### config.mk
export PLATFORM = sky130hd
export DESIGN_NAME = rob_core
export DESIGN_NICKNAME = d
export VERILOG_FILES = /design/src/rtl/rob_pkg.sv /design/src/rtl/rob_ptr_ctl.sv /design/src/rtl/rob_entry_array.sv /design/src/rtl/rob_rename_map.sv /design/src/rtl/rob_core.sv
export SDC_FILE = /design/constraint.sdc
export NUM_CORES = 1
export LEC_CHECK = 0
export BUFFER_PORTS_ARGS = -buffer_cell sky130_fd_sc_hd__buf_2
export CAP_MARGIN = 30
export CORE_MARGIN = 3
export CORE_UTILIZATION = 45
export DETAILED_ROUTE_END_ITERATION = 16
export PLACE_DENSITY = 0.74
export SLEW_MARGIN = 20
export SYNTH_ARGS = -nofsm -noshare
export SYNTH_HDL_FRONTEND = slang
export SYNTH_SLANG_ARGS = --single-unit
### constraint.sdc
create_clock -name clk -period 3.79 [get_ports clk]
set_input_delay 0.758 -clock clk [delete_from_list [all_inputs] [get_ports clk]]
set_output_delay 0.758 -clock clk [all_outputs]
set_load 0.01 [all_outputs]
### src/rtl/rob_pkg.sv
package rob_pkg;
  typedef enum logic [1:0] {
    K_REG    = 2'b00,
    K_STORE  = 2'b01,
    K_BRANCH = 2'b10
  } kind_e;
endpackage

### src/rtl/rob_ptr_ctl.sv
module rob_ptr_ctl #(
  parameter int DEPTH = 8,
  localparam int IDX_W = $clog2(DEPTH),
  localparam int PTR_W = IDX_W + 1
) (
  input  logic             clk,
  input  logic             rst_n,
  input  logic             push,
  input  logic             pop,
  input  logic             flush,
  output logic [IDX_W-1:0] head_idx,
  output logic [IDX_W-1:0] tail_idx,
  output logic             empty,
  output logic             full
);
  logic [PTR_W-1:0] head_q, tail_q, occ;

  always_ff @(posedge clk or negedge rst_n) begin
    if (!rst_n) begin
      head_q <= '0;
      tail_q <= '0;
    end else if (flush) begin
      head_q <= tail_q;           // squash everything, tags keep advancing
    end else begin
      if (push) tail_q <= tail_q + 1'b1;
      if (pop)  head_q <= head_q + 1'b1;
    end
  end

  assign head_idx = head_q[IDX_W-1:0];
  assign tail_idx = tail_q[IDX_W-1:0];
  assign empty    = (head_q == tail_q);
  assign full     = (head_idx == tail_idx) && (head_q[IDX_W] != tail_q[IDX_W]);
  assign occ      = tail_q - head_q;

  assert_no_overflow_R3: assert property (@(posedge clk) disable iff (!rst_n)
    push |-> !full);
  assert_occupancy_bound_R3: assert property (@(posedge clk) disable iff (!rst_n)
    occ <= PTR_W'(DEPTH));
  assert_flush_empties_R10: assert property (@(posedge clk) disable iff (!rst_n)
    flush |=> empty);
endmodule

### src/rtl/rob_entry_array.sv
module rob_entry_array
  import rob_pkg::*;
#(
  parameter int DEPTH  = 8,
  parameter int DEST_W = 32,
  parameter int DATA_W = 32,
  parameter int NLK    = 2,
  localparam int IDX_W = $clog2(DEPTH)
) (
  input  logic              clk,
  input  logic              rst_n,
  input  logic              wr_en,
  input  logic [IDX_W-1:0]  wr_idx,
  input  kind_e             wr_kind,
  input  logic [DEST_W-1:0] wr_dest,
  input  logic              res_en,
  input  logic [IDX_W-1:0]  res_idx,
  input  logic [DATA_W-1:0] res_value,
  input  logic              res_mispred,
  input  logic [IDX_W-1:0]  head_idx,
  output kind_e             head_kind,
  output logic [DEST_W-1:0] head_dest,
  output logic [DATA_W-1:0] head_value,
  output logic              head_ready,
  output logic              head_mispred,
  input  logic [IDX_W-1:0]  lk_idx   [NLK],
  output logic              lk_ready [NLK],
  output logic [DATA_W-1:0] lk_value [NLK]
);
  kind_e             kind_q  [DEPTH];
  logic [DEST_W-1:0] dest_q  [DEPTH];
  logic [DATA_W-1:0] value_q [DEPTH];
  logic [DEPTH-1:0]  ready_q;
  logic [DEPTH-1:0]  misp_q;

  always_ff @(posedge clk or negedge rst_n) begin
    if (!rst_n) begin
      ready_q <= '0;
      misp_q  <= '0;
      for (int i = 0; i < DEPTH; i++) begin
        kind_q[i]  <= K_REG;
        dest_q[i]  <= '0;
        value_q[i] <= '0;
      end
    end else begin
      for (int i = 0; i < DEPTH; i++) begin
        if (wr_en && wr_idx == IDX_W'(i)) begin
          kind_q[i]  <= wr_kind;
          dest_q[i]  <= wr_dest;
          ready_q[i] <= 1'b0;
          misp_q[i]  <= 1'b0;
        end else if (res_en && res_idx == IDX_W'(i)) begin
          value_q[i] <= res_value;
          ready_q[i] <= 1'b1;
          misp_q[i]  <= res_mispred;
        end
      end
    end
  end

  assign head_kind    = kind_q[head_idx];
  assign head_dest    = dest_q[head_idx];
  assign head_value   = value_q[head_idx];
  assign head_ready   = ready_q[head_idx];
  assign head_mispred = misp_q[head_idx];

  for (genvar g = 0; g < NLK; g++) begin : g_lk
    assign lk_ready[g] = ready_q[lk_idx[g]];
    assign lk_value[g] = value_q[lk_idx[g]];
  end
endmodule

### src/rtl/rob_rename_map.sv
module rob_rename_map #(
  parameter int NREG  = 16,
  parameter int DEPTH = 8,
  parameter int NLK   = 2,
  localparam int REG_W = $clog2(NREG),
  localparam int IDX_W = $clog2(DEPTH)
) (
  input  logic             clk,
  input  logic             rst_n,
  input  logic             flush,
  input  logic             set_en,
  input  logic [REG_W-1:0] set_reg,
  input  logic [IDX_W-1:0] set_tag,
  input  logic             clr_en,
  input  logic [REG_W-1:0] clr_reg,
  input  logic [IDX_W-1:0] clr_tag,
  input  logic [REG_W-1:0] lk_reg  [NLK],
  output logic             lk_busy [NLK],
  output logic [IDX_W-1:0] lk_tag  [NLK]
);
  logic [NREG-1:0]  busy_q;
  logic [IDX_W-1:0] tag_q [NREG];

  always_ff @(posedge clk or negedge rst_n) begin
    if (!rst_n) begin
      busy_q <= '0;
      for (int r = 0; r < NREG; r++) tag_q[r] <= '0;
    end else if (flush) begin
      busy_q <= '0;
    end else begin
      for (int r = 0; r < NREG; r++) begin
        if (set_en && set_reg == REG_W'(r)) begin
          busy_q[r] <= 1'b1;      // a newer producer always wins
          tag_q[r]  <= set_tag;
        end else if (clr_en && clr_reg == REG_W'(r) && tag_q[r] == clr_tag) begin
          busy_q[r] <= 1'b0;      // only the youngest producer clears it
        end
      end
    end
  end

  for (genvar g = 0; g < NLK; g++) begin : g_lk
    assign lk_busy[g] = busy_q[lk_reg[g]];
    assign lk_tag[g]  = tag_q[lk_reg[g]];
  end

  assert_map_cleared_R10: assert property (@(posedge clk) disable iff (!rst_n)
    flush |=> (busy_q == '0));
endmodule

### src/rtl/rob_core.sv
module rob_core
  import rob_pkg::*;
#(
  parameter int DEPTH  = 8,
  parameter int NREG   = 16,
  parameter int DEST_W = 32,
  parameter int DATA_W = 32,
  localparam int IDX_W = $clog2(DEPTH),
  localparam int REG_W = $clog2(NREG)
) (
  input  logic              clk,
  input  logic              rst_n,
  input  logic              alloc_valid,
  output logic              alloc_ready,
  input  logic [1:0]        alloc_kind,
  input  logic [DEST_W-1:0] alloc_dest,
  output logic [IDX_W-1:0]  alloc_tag,
  input  logic              res_valid,
  input  logic [IDX_W-1:0]  res_tag,
  input  logic [DATA_W-1:0] res_value,
  input  logic              res_mispred,
  input  logic [REG_W-1:0]  lk0_reg,
  output logic              lk0_busy,
  output logic [IDX_W-1:0]  lk0_tag,
  output logic              lk0_ready,
  output logic [DATA_W-1:0] lk0_value,
  input  logic [REG_W-1:0]  lk1_reg,
  output logic              lk1_busy,
  output logic [IDX_W-1:0]  lk1_tag,
  output logic              lk1_ready,
  output logic [DATA_W-1:0] lk1_value,
  output logic              cm_reg_we,
  output logic [REG_W-1:0]  cm_reg_idx,
  output logic [DATA_W-1:0] cm_reg_data,
  output logic              st_valid,
  input  logic              st_ready,
  output logic [DEST_W-1:0] st_addr,
  output logic [DATA_W-1:0] st_data,
  output logic              redir_valid,
  output logic [DATA_W-1:0] redir_pc
);
  localparam int NLK = 2;

  logic [IDX_W-1:0]  head_idx, tail_idx;
  logic              empty, full, push, pop, flush_now, head_live;
  kind_e             head_kind;
  logic [DEST_W-1:0] head_dest;
  logic [DATA_W-1:0] head_value;
  logic              head_ready, head_mispred;
  logic [REG_W-1:0]  lk_reg_a   [NLK];
  logic              lk_busy_a  [NLK];
  logic [IDX_W-1:0]  lk_tag_a   [NLK];
  logic              lk_ent_rdy [NLK];
  logic [DATA_W-1:0] lk_val_a   [NLK];

  assign head_live   = !empty && head_ready;
  assign flush_now   = head_live && head_kind == K_BRANCH && head_mispred;
  assign alloc_ready = !full && !flush_now;
  assign push        = alloc_valid && alloc_ready;
  assign alloc_tag   = tail_idx;
  assign pop         = head_live && (head_kind != K_STORE || st_ready);

  assign cm_reg_we   = head_live && head_kind == K_REG;
  assign cm_reg_idx  = head_dest[REG_W-1:0];
  assign cm_reg_data = head_value;
  assign st_valid    = head_live && head_kind == K_STORE;
  assign st_addr     = head_dest;
  assign st_data     = head_value;
  assign redir_valid = flush_now;
  assign redir_pc    = head_value;

  rob_ptr_ctl #(.DEPTH(DEPTH)) ptr_i (
    .clk(clk), .rst_n(rst_n), .push(push), .pop(pop), .flush(flush_now),
    .head_idx(head_idx), .tail_idx(tail_idx), .empty(empty), .full(full)
  );

  rob_entry_array #(.DEPTH(DEPTH), .DEST_W(DEST_W), .DATA_W(DATA_W), .NLK(NLK)) ent_i (
    .clk(clk), .rst_n(rst_n),
    .wr_en(push), .wr_idx(tail_idx), .wr_kind(kind_e'(alloc_kind)), .wr_dest(alloc_dest),
    .res_en(res_valid), .res_idx(res_tag), .res_value(res_value), .res_mispred(res_mispred),
    .head_idx(head_idx), .head_kind(head_kind), .head_dest(head_dest),
    .head_value(head_value), .head_ready(head_ready), .head_mispred(head_mispred),
    .lk_idx(lk_tag_a), .lk_ready(lk_ent_rdy), .lk_value(lk_val_a)
  );

  rob_rename_map #(.NREG(NREG), .DEPTH(DEPTH), .NLK(NLK)) map_i (
    .clk(clk), .rst_n(rst_n), .flush(flush_now),
    .set_en(push && kind_e'(alloc_kind) == K_REG), .set_reg(alloc_dest[REG_W-1:0]),
    .set_tag(tail_idx),
    .clr_en(cm_reg_we), .clr_reg(cm_reg_idx), .clr_tag(head_idx),
    .lk_reg(lk_reg_a), .lk_busy(lk_busy_a), .lk_tag(lk_tag_a)
  );

  assign lk_reg_a[0] = lk0_reg;
  assign lk_reg_a[1] = lk1_reg;
  assign lk0_busy    = lk_busy_a[0];
  assign lk0_tag     = lk_tag_a[0];
  assign lk0_ready   = lk_busy_a[0] && lk_ent_rdy[0];
  assign lk0_value   = lk_val_a[0];
  assign lk1_busy    = lk_busy_a[1];
  assign lk1_tag     = lk_tag_a[1];
  assign lk1_ready   = lk_busy_a[1] && lk_ent_rdy[1];
  assign lk1_value   = lk_val_a[1];

  assert_store_hold_R8: assert property (@(posedge clk) disable iff (!rst_n)
    st_valid && !st_ready |=> st_valid && $stable(st_addr) && $stable(st_data));
  assert_commit_gap_R5: assert property (@(posedge clk) disable iff (!rst_n)
    res_valid && !empty && res_tag == head_idx |-> !(cm_reg_we || st_valid || redir_valid));
  assert_redirect_single_R10: assert property (@(posedge clk) disable iff (!rst_n)
    redir_valid |=> !redir_valid && !cm_reg_we && !st_valid);
endmodule

==> impl_metrics.env, run 1 <==
export IMPL_cts_tree="yes"
export IMPL_drc_errors=0
export IMPL_relSlewSlack_pct=37.8
export IMPL_synth_area_mm2=0.0350
export IMPL_drt_initial_drc_count=2703
export IMPL_grt_pass1_wl_um=162000
export IMPL_r2r_start="ptr_i.head_q[1]"
export IMPL_io_pin_count=296
export IMPL_detail_route_first_pass_iterations=5
export IMPL_die_height_um=285
export IMPL_ys_seq_area_share_pct=44.0
export IMPL_vias=25800
export IMPL_r2r_end="ent_i.dest_q[172]"
export IMPL_violations="setup timing"
export IMPL_drive_above_1_share_pct=56.4
export IMPL_synth_warnings=0
export IMPL_hold_path_class="in -> async"
export IMPL_post_place_cells=3875
export IMPL_ys_flop_type="dfrtp_1"
export IMPL_place_congestion=0.938
export IMPL_finalWirelength_um=109000
export IMPL_synth_area_per_cell_um2=13.1
export IMPL_crit_required_ps=3030
export IMPL_htree_levels=3
export IMPL_postLayoutSetupSlackWorst_ps=-373
export IMPL_die_w_um=285
export IMPL_grt_pass1_vias=25700
export IMPL_cts_sinks=616
export IMPL_yosys_cell_types_count=58
export IMPL_fmax_mhz=240
export IMPL_p_int_mw=24.2
export IMPL_cts_buffers=71
export IMPL_p_per_area_mw_per_mm2=903
export IMPL_via_per_inst=6.36
export IMPL_reg2reg_slack_ps=570
export IMPL_stdcell_count=4048
export IMPL_start_kind="flop"
export IMPL_final_cell_mix="dfrtp_1, mux2_2, and3_1"
export IMPL_crit_arrival_ps=3400
export IMPL_path_class="reg -> out"
export IMPL_async_reset_ff_share_pct=100
export IMPL_dieArea_mm2=0.0812
export IMPL_final_common_cell="dfrtp_1"
export IMPL_grt_usage_pct=25.6
export IMPL_worst_r2r_cell_count=8
export IMPL_power_switching_mw=15.0
export IMPL_p_clk_share_pct=18.2
export IMPL_max_slew_worst_pin_slew_ps=929
export IMPL_setup_viol=65
export IMPL_dp_hpwl_um=65700
export IMPL_antenna_left=0
export IMPL_crit_fanout=7
export IMPL_cts_root_buffer="clkbuf_16"
export IMPL_ys_seq_elements=616
export IMPL_avgRoutedWirePerCell_um=26.9
export IMPL_combPwrFrac_pct=51.7
export IMPL_synth_nets=2761
export IMPL_drv_cap=0
export IMPL_fin_util_pct=56.7
export IMPL_end_kind="output pin"
export IMPL_hold_viol_final=0
export IMPL_skew_ps=33.3
export IMPL_clockBufferDepth=3
export IMPL_port_buffers=295
export IMPL_grt_max_degree=86
export IMPL_vdd_drop_max_v=0.000593
export IMPL_antenna_found_initial=19
export IMPL_finalCritPeriodShare_pct=110
export IMPL_core_area_mm2=0.0766
export IMPL_nets=3046
export IMPL_row_count=101
export IMPL_slew_viol_final=0
export IMPL_start_util_pct=45.8
export IMPL_synth_edf_count=0
export IMPL_seqPwrFrac_pct=30.1
export IMPL_p_leak_nw=19.0
export IMPL_path_clk_slew_ps=60
export IMPL_status="finished with violations"
export IMPL_clkLatencyLatePin_ps=630
export IMPL_switching_share_pct=38.3
export IMPL_postSynthCellCount=2671
export IMPL_rsz0062_at_grt="yes"
export IMPL_grt_ovfl_total=0
export IMPL_num_fill_cells=5998
export IMPL_area_growth_pct=24.0
export IMPL_min_period_ps=4160
==> worst max-delay path by stage <==
stage / startpoint / end / slack (ps) / cells after the start
5_1_grt: map_i.tag_q[1] / lk0_value[16] / -420 / 9
2_1_floorplan: lk1_reg[1] / lk1_value[29] / 3 / 9
4_1_cts: map_i.tag_q[7] / lk0_value[25] / -270 / 8
6_report: map_i.tag_q[28] / lk0_value[16] / -370 / 9
3_5_place_dp: lk0_reg[0] / lk0_value[18] / -340 / 10
3_3_place_gp: lk0_reg[0] / lk0_value[18] / -380 / 10
==> logic make-up (layout without fill, tap and decap cells) <==
group | count (synthesis) | after routing | synth area share (%)
buffers and inverters | 332 | 667 | 5.19
AOI/OAI and AO/OA | 320 | 320 | 6.81
xor gates and xnor gates | 54 | 54 | 1.35
DFF | 616 | 616 | 44.0
adders and majority gates | 7 | 7 | 0.250
muxes | 837 | 837 | 33.6
other | 0 | 12 | 0
and+or+nand+nor | 505 | 505 | 8.77
==> state kept, by name, summed over array words and instances, names as in the netlist <==
register,flops
ent_i.value_q,256
ent_i.ready_q,8
ptr_i.tail_q,4
ent_i.misp_q,8
map_i.busy_q,16
ent_i.dest_q,256
ent_i.kind_q,16
map_i.tag_q,48
ptr_i.head_q,4
==> layer usage <==
layer / vias to the layer above / wire length [um] / part of all wire, % / global-route usage, %
li1: 10700 / - / - / -
met1: 13200 / 42000 / 39 / 33.8
met2: 1409 / 52300 / 48 / 41.4
met3: 351 / 10200 / 9.4 / 6.21
met4: 12 / 4350 / 4.0 / 8.93
met5: - / 85 / 0.078 / 0
==> synthesized netlist by cell type (5+ instances only) <==
cell      number  share of area [%]
mux2i_1       26               0.74
buf_1         31               0.33
mux2_2       477                 15
nand3_1        8               0.11
mux4_2       163                 10
a21o_1         5               0.11
nor3b_1        5               0.11
and2_1         5              0.089
clkbuf_1     136                1.5
inv_1         18               0.19
nor2b_1        9               0.16
xor2_1        49                1.2
and3_1       281                5.0
nor2_1        22               0.24
nand2_1       37               0.40
o21ai_0       17               0.24
nor4_1        65                1.2
mux2_1        23               0.74
a211oi_1     260                5.6
nand4_1       22               0.39
ha_1           7               0.25
xnor2_1        5               0.12
a21boi_0       8               0.17
buf_4         84                1.8
buf_2         35               0.50
nand2b_1       7               0.12
nand4b_1       5               0.12
mux2_4       148                6.3
nor3_1        20               0.29
buf_6         26               0.84
dfrtp_1      616                 44
==> power groups by stage <==
stage | clock, mW | sequential (mW) | combinational, mW
5_1_grt | 7.54 | 12.1 | 21.5
6_report | 7.16 | 11.8 | 20.3
3_3_place_gp | 0 | 11.6 | 17.7
3_5_place_dp | 0 | 11.7 | 18.0
2_1_floorplan | 0 | 10.7 | 13.0
4_1_cts | 7.28 | 11.6 | 18.9
==> per-stage QoR <==
step / area (um^2) / TNS (ps) / setup WS, ps / hold slack [ps] / power (mW)
2_1_floorplan: 35000 / 0 / 3.49 / 452 / 23.7
3_3_place_gp: 38400 / -10110 / -379 / 465 / 29.3
3_5_place_dp: 38400 / -11670 / -336 / 475 / 29.7
4_1_cts: 41800 / -13210 / -268 / 202 / 37.8
5_1_grt: 43400 / -18700 / -416 / 234 / 41.1
6_report: 43400 / -12400 / -373 / 211 / 39.2
==> worst max-delay path, stage by stage (launching register included) <==
cell and delay (ps):
dfrtp_1 440, mux4_2 480, mux4_2 560, buf_6 170, buf_12 120, nand2_8 90
buf_12 150, a211oi_2 60, nor4_2 470, buf_2 220
==> what timing repair did <==
action | in CTS | in global routing
hold buffers | 0 | 0
gates cloned | 5 | 5
pin swaps | 75 | 123
setup endpoints to repair | 125 | 67
setup buffers | 13 | 20
resized for setup | 150 | 253
==> layout make-up <==
class,count,area [um^2],share of cell area [%]
inverters,19,88.8,0.205
multi-input cells,1723,19500,45.0
clock inverters,26,370,0.853
clock buffers,97,2070,4.76
well taps,1030,1290,2.97
diodes,12,30.0,0.0691
repair buffers,525,4610,10.6
flip-flops and latches,616,15400,35.5
(Power assumes the default switching activity.)
==> run 2, diff against run 1 <==
--- a/config.mk
+++ b/config.mk
@@ -7,10 +7,12 @@
 export LEC_CHECK = 0
 export BUFFER_PORTS_ARGS = -buffer_cell sky130_fd_sc_hd__buf_2
 export CAP_MARGIN = 30
+export CELL_PAD_IN_SITES_DETAIL_PLACEMENT = 1
+export CELL_PAD_IN_SITES_GLOBAL_PLACEMENT = 1
 export CORE_MARGIN = 3
-export CORE_UTILIZATION = 45
+export CORE_UTILIZATION = 35
 export DETAILED_ROUTE_END_ITERATION = 16
-export PLACE_DENSITY = 0.74
+export PLACE_DENSITY = 0.71
 export SLEW_MARGIN = 20
 export SYNTH_ARGS = -nofsm -noshare
 export SYNTH_HDL_FRONTEND = slang
==> run 2 against run 1 <==
The flow still finishes with violations (setup timing). Hold slack got worse by 110 ps. Largest cell class unchanged. Non-clock buffer count rose by 28. Sequential share of layout area fell by 0.62 points. Die area rose by 28%.
==> impl_metrics.env, run 2 (synthesis gave the netlist of run 1 again) <==
export IMPL_port_buffers=295
export IMPL_row_count=115
export IMPL_grt_pass1_wl_um=182000
export IMPL_grt_ovfl_total=0
export IMPL_path_clk_slew_ps=60
export IMPL_nets=3076
export IMPL_crit_required_ps=3030
export IMPL_antenna_left=0
export IMPL_relSlewSlack_pct=37.9
export IMPL_avgRoutedWirePerCell_um=28.1
export IMPL_hold_buffers=0
export IMPL_dieArea_mm2=0.104
export IMPL_stdcell_count=4346
export IMPL_cts_root_buffer="clkbuf_16"
export IMPL_hold_viol_final=0
export IMPL_fin_util_pct=44.7
export IMPL_drc_errors=0
export IMPL_grt_max_degree=84
export IMPL_drt_initial_drc_count=2016
export IMPL_final_common_cell="dfrtp_1"
export IMPL_switching_share_pct=39.4
export IMPL_core_area_mm2=0.0989
export IMPL_detail_route_first_pass_iterations=5
export IMPL_clkLatencyLatePin_ps=650
export IMPL_drv_cap=0
export IMPL_cts_buffers=73
export IMPL_num_fill_cells=10000
export IMPL_p_total_mw=40.5
export IMPL_seqPwrFrac_pct=29.4
export IMPL_max_slew_worst_pin_slew_ps=931
export IMPL_via_per_inst=5.91
export IMPL_die_w_um=322
export IMPL_die_height_um=322
export IMPL_dp_hpwl_um=74900
export IMPL_cts_sinks=616
export IMPL_violations="setup timing"
export IMPL_start_util_pct=35.4
export IMPL_drive_above_1_share_pct=57.0
export IMPL_postLayoutSetupSlackWorst_ps=-361
export IMPL_preCtsSetupSlack_ps=-637
export IMPL_clockBufferDepth=3
export IMPL_status="finished with violations"
export IMPL_grt_usage_pct=22.9
export IMPL_place_congestion=0.857
export IMPL_post_place_cells=4140
export IMPL_cts_tree="yes"
export IMPL_skew_ps=28.7
export IMPL_rsz0062_at_grt="yes"
export IMPL_finalCritPeriodShare_pct=110
export IMPL_crit_arrival_ps=3390
export IMPL_grt_pass1_vias=27700
export IMPL_min_period_ps=4150
export IMPL_htree_levels=3
export IMPL_final_cell_mix="dfrtp_1, mux2_2, and3_1"
export IMPL_start_kind="flop"
export IMPL_reg_top3="ent_i.dest_q: 256 flops, ent_i.value_q: 256 flops, map_i.tag_q: 48 flops"
export IMPL_power_switching_mw=15.9
export IMPL_combPwrFrac_pct=52.1
export IMPL_area_growth_pct=26.2
export IMPL_crit_fanout=4
export IMPL_finalWirelength_um=122000
export IMPL_vdd_drop_max_v=0.000575
export IMPL_path_class="reg -> out"
export IMPL_fmax_mhz=241
export IMPL_io_pin_count=296
export IMPL_vias=25700
export IMPL_hold_path_class="in -> async"
export IMPL_p_int_mw=24.6
export IMPL_whs_ps=98.4
export IMPL_slew_viol_final=0
export IMPL_p_per_area_mw_per_mm2=916
export IMPL_antenna_found_initial=22
export IMPL_setup_viol=65
export IMPL_p_leak_nw=19.2
export IMPL_end_kind="output pin"
export IMPL_p_clk_share_pct=18.5
run 2: cell types whose count changed in the layout (fill, tap and decap cells not counted), moves of 10 or more:
cell / before / now
a211oi_2: 132 / 121
buf_8: 17 / 7
buf_4: 116 / 140
nor4_2: 42 / 29
run 2: final cells by class:
cell class	instances	area (um^2)	share of cell area [%]
diodes	14	35.0	0.0792
inverters	19	86.3	0.195
clock inverters	37	483	1.09
multi-input cells	1723	19700	44.5
flip-flops and latches	616	15400	34.9
repair buffers	553	4850	11.0
well taps	1287	1610	3.64
clock buffers	97	2060	4.65
run 2: metrics by stage:
stage                     area (um^2)  TNS (ps)
after detailed placement        38800    -21450
after CTS                       43200    -16770
final                           44200    -15760
after global placement          38800    -18470
after floorplan                 35000         0
after global routing            44200    -21350
run 2: worst max-delay path: stages (launching register included):
cell and delay [ps]:
dfrtp_2 450, mux4_2 470, mux4_2 590, buf_6 180, nand2_8 80, buf_12 120, buf_4 100, buf_6 90
a211oi_1 50, nor4_1 320, buf_4 190, buf_6 100
run 2: final timing paths:
path                                         from                  to  slack, ps  cells after the start
worst max-delay path              map_i.tag_q[22]        lk0_value[6]       -360                     11
worst min-delay path                        rst_n  ent_i.value_q[197]        100                      1
worst max register to register    ptr_i.head_q[1]  ent_i.value_q[208]        540                      8
worst min register to register  ent_i.dest_q[227]   ent_i.dest_q[227]        490                      1
max in group asynchronous                   rst_n   ent_i.dest_q[109]       2600                      3
min in group clk                     res_value[6]  ent_i.value_q[198]        450                      2
run 2: power by group through the flow:
| stage | logic [mW] | registers [mW] | clock network, mW |
|---|---|---|---|
| finish | 21.1 | 11.9 | 7.51 |
| global route | 22.5 | 12.2 | 7.94 |
| CTS | 20.4 | 11.7 | 7.66 |
| detailed placement | 18.7 | 11.7 | 0 |
| global placement | 18.3 | 11.6 | 0 |
| floorplan | 13.0 | 10.7 | 0 |
run 2: metal layers:
metal	vias up	part of all wire [%]	global-route usage, %
met5	-	0.076	0
met4	14	4.0	8.91
met3	299	6.9	5.43
met2	914	48	37.8
met1	13700	41	29.1
li1	10800	-	-
run 2: what timing repair did:
action                                  4_1_cts  5_1_grt
pin swaps                                   115       64
setup buffers                                32       33
hold endpoints to repair                      0        0
gates resized for setup                     262      153
cloned                                       10        1
endpoints found under the setup margin      131       89
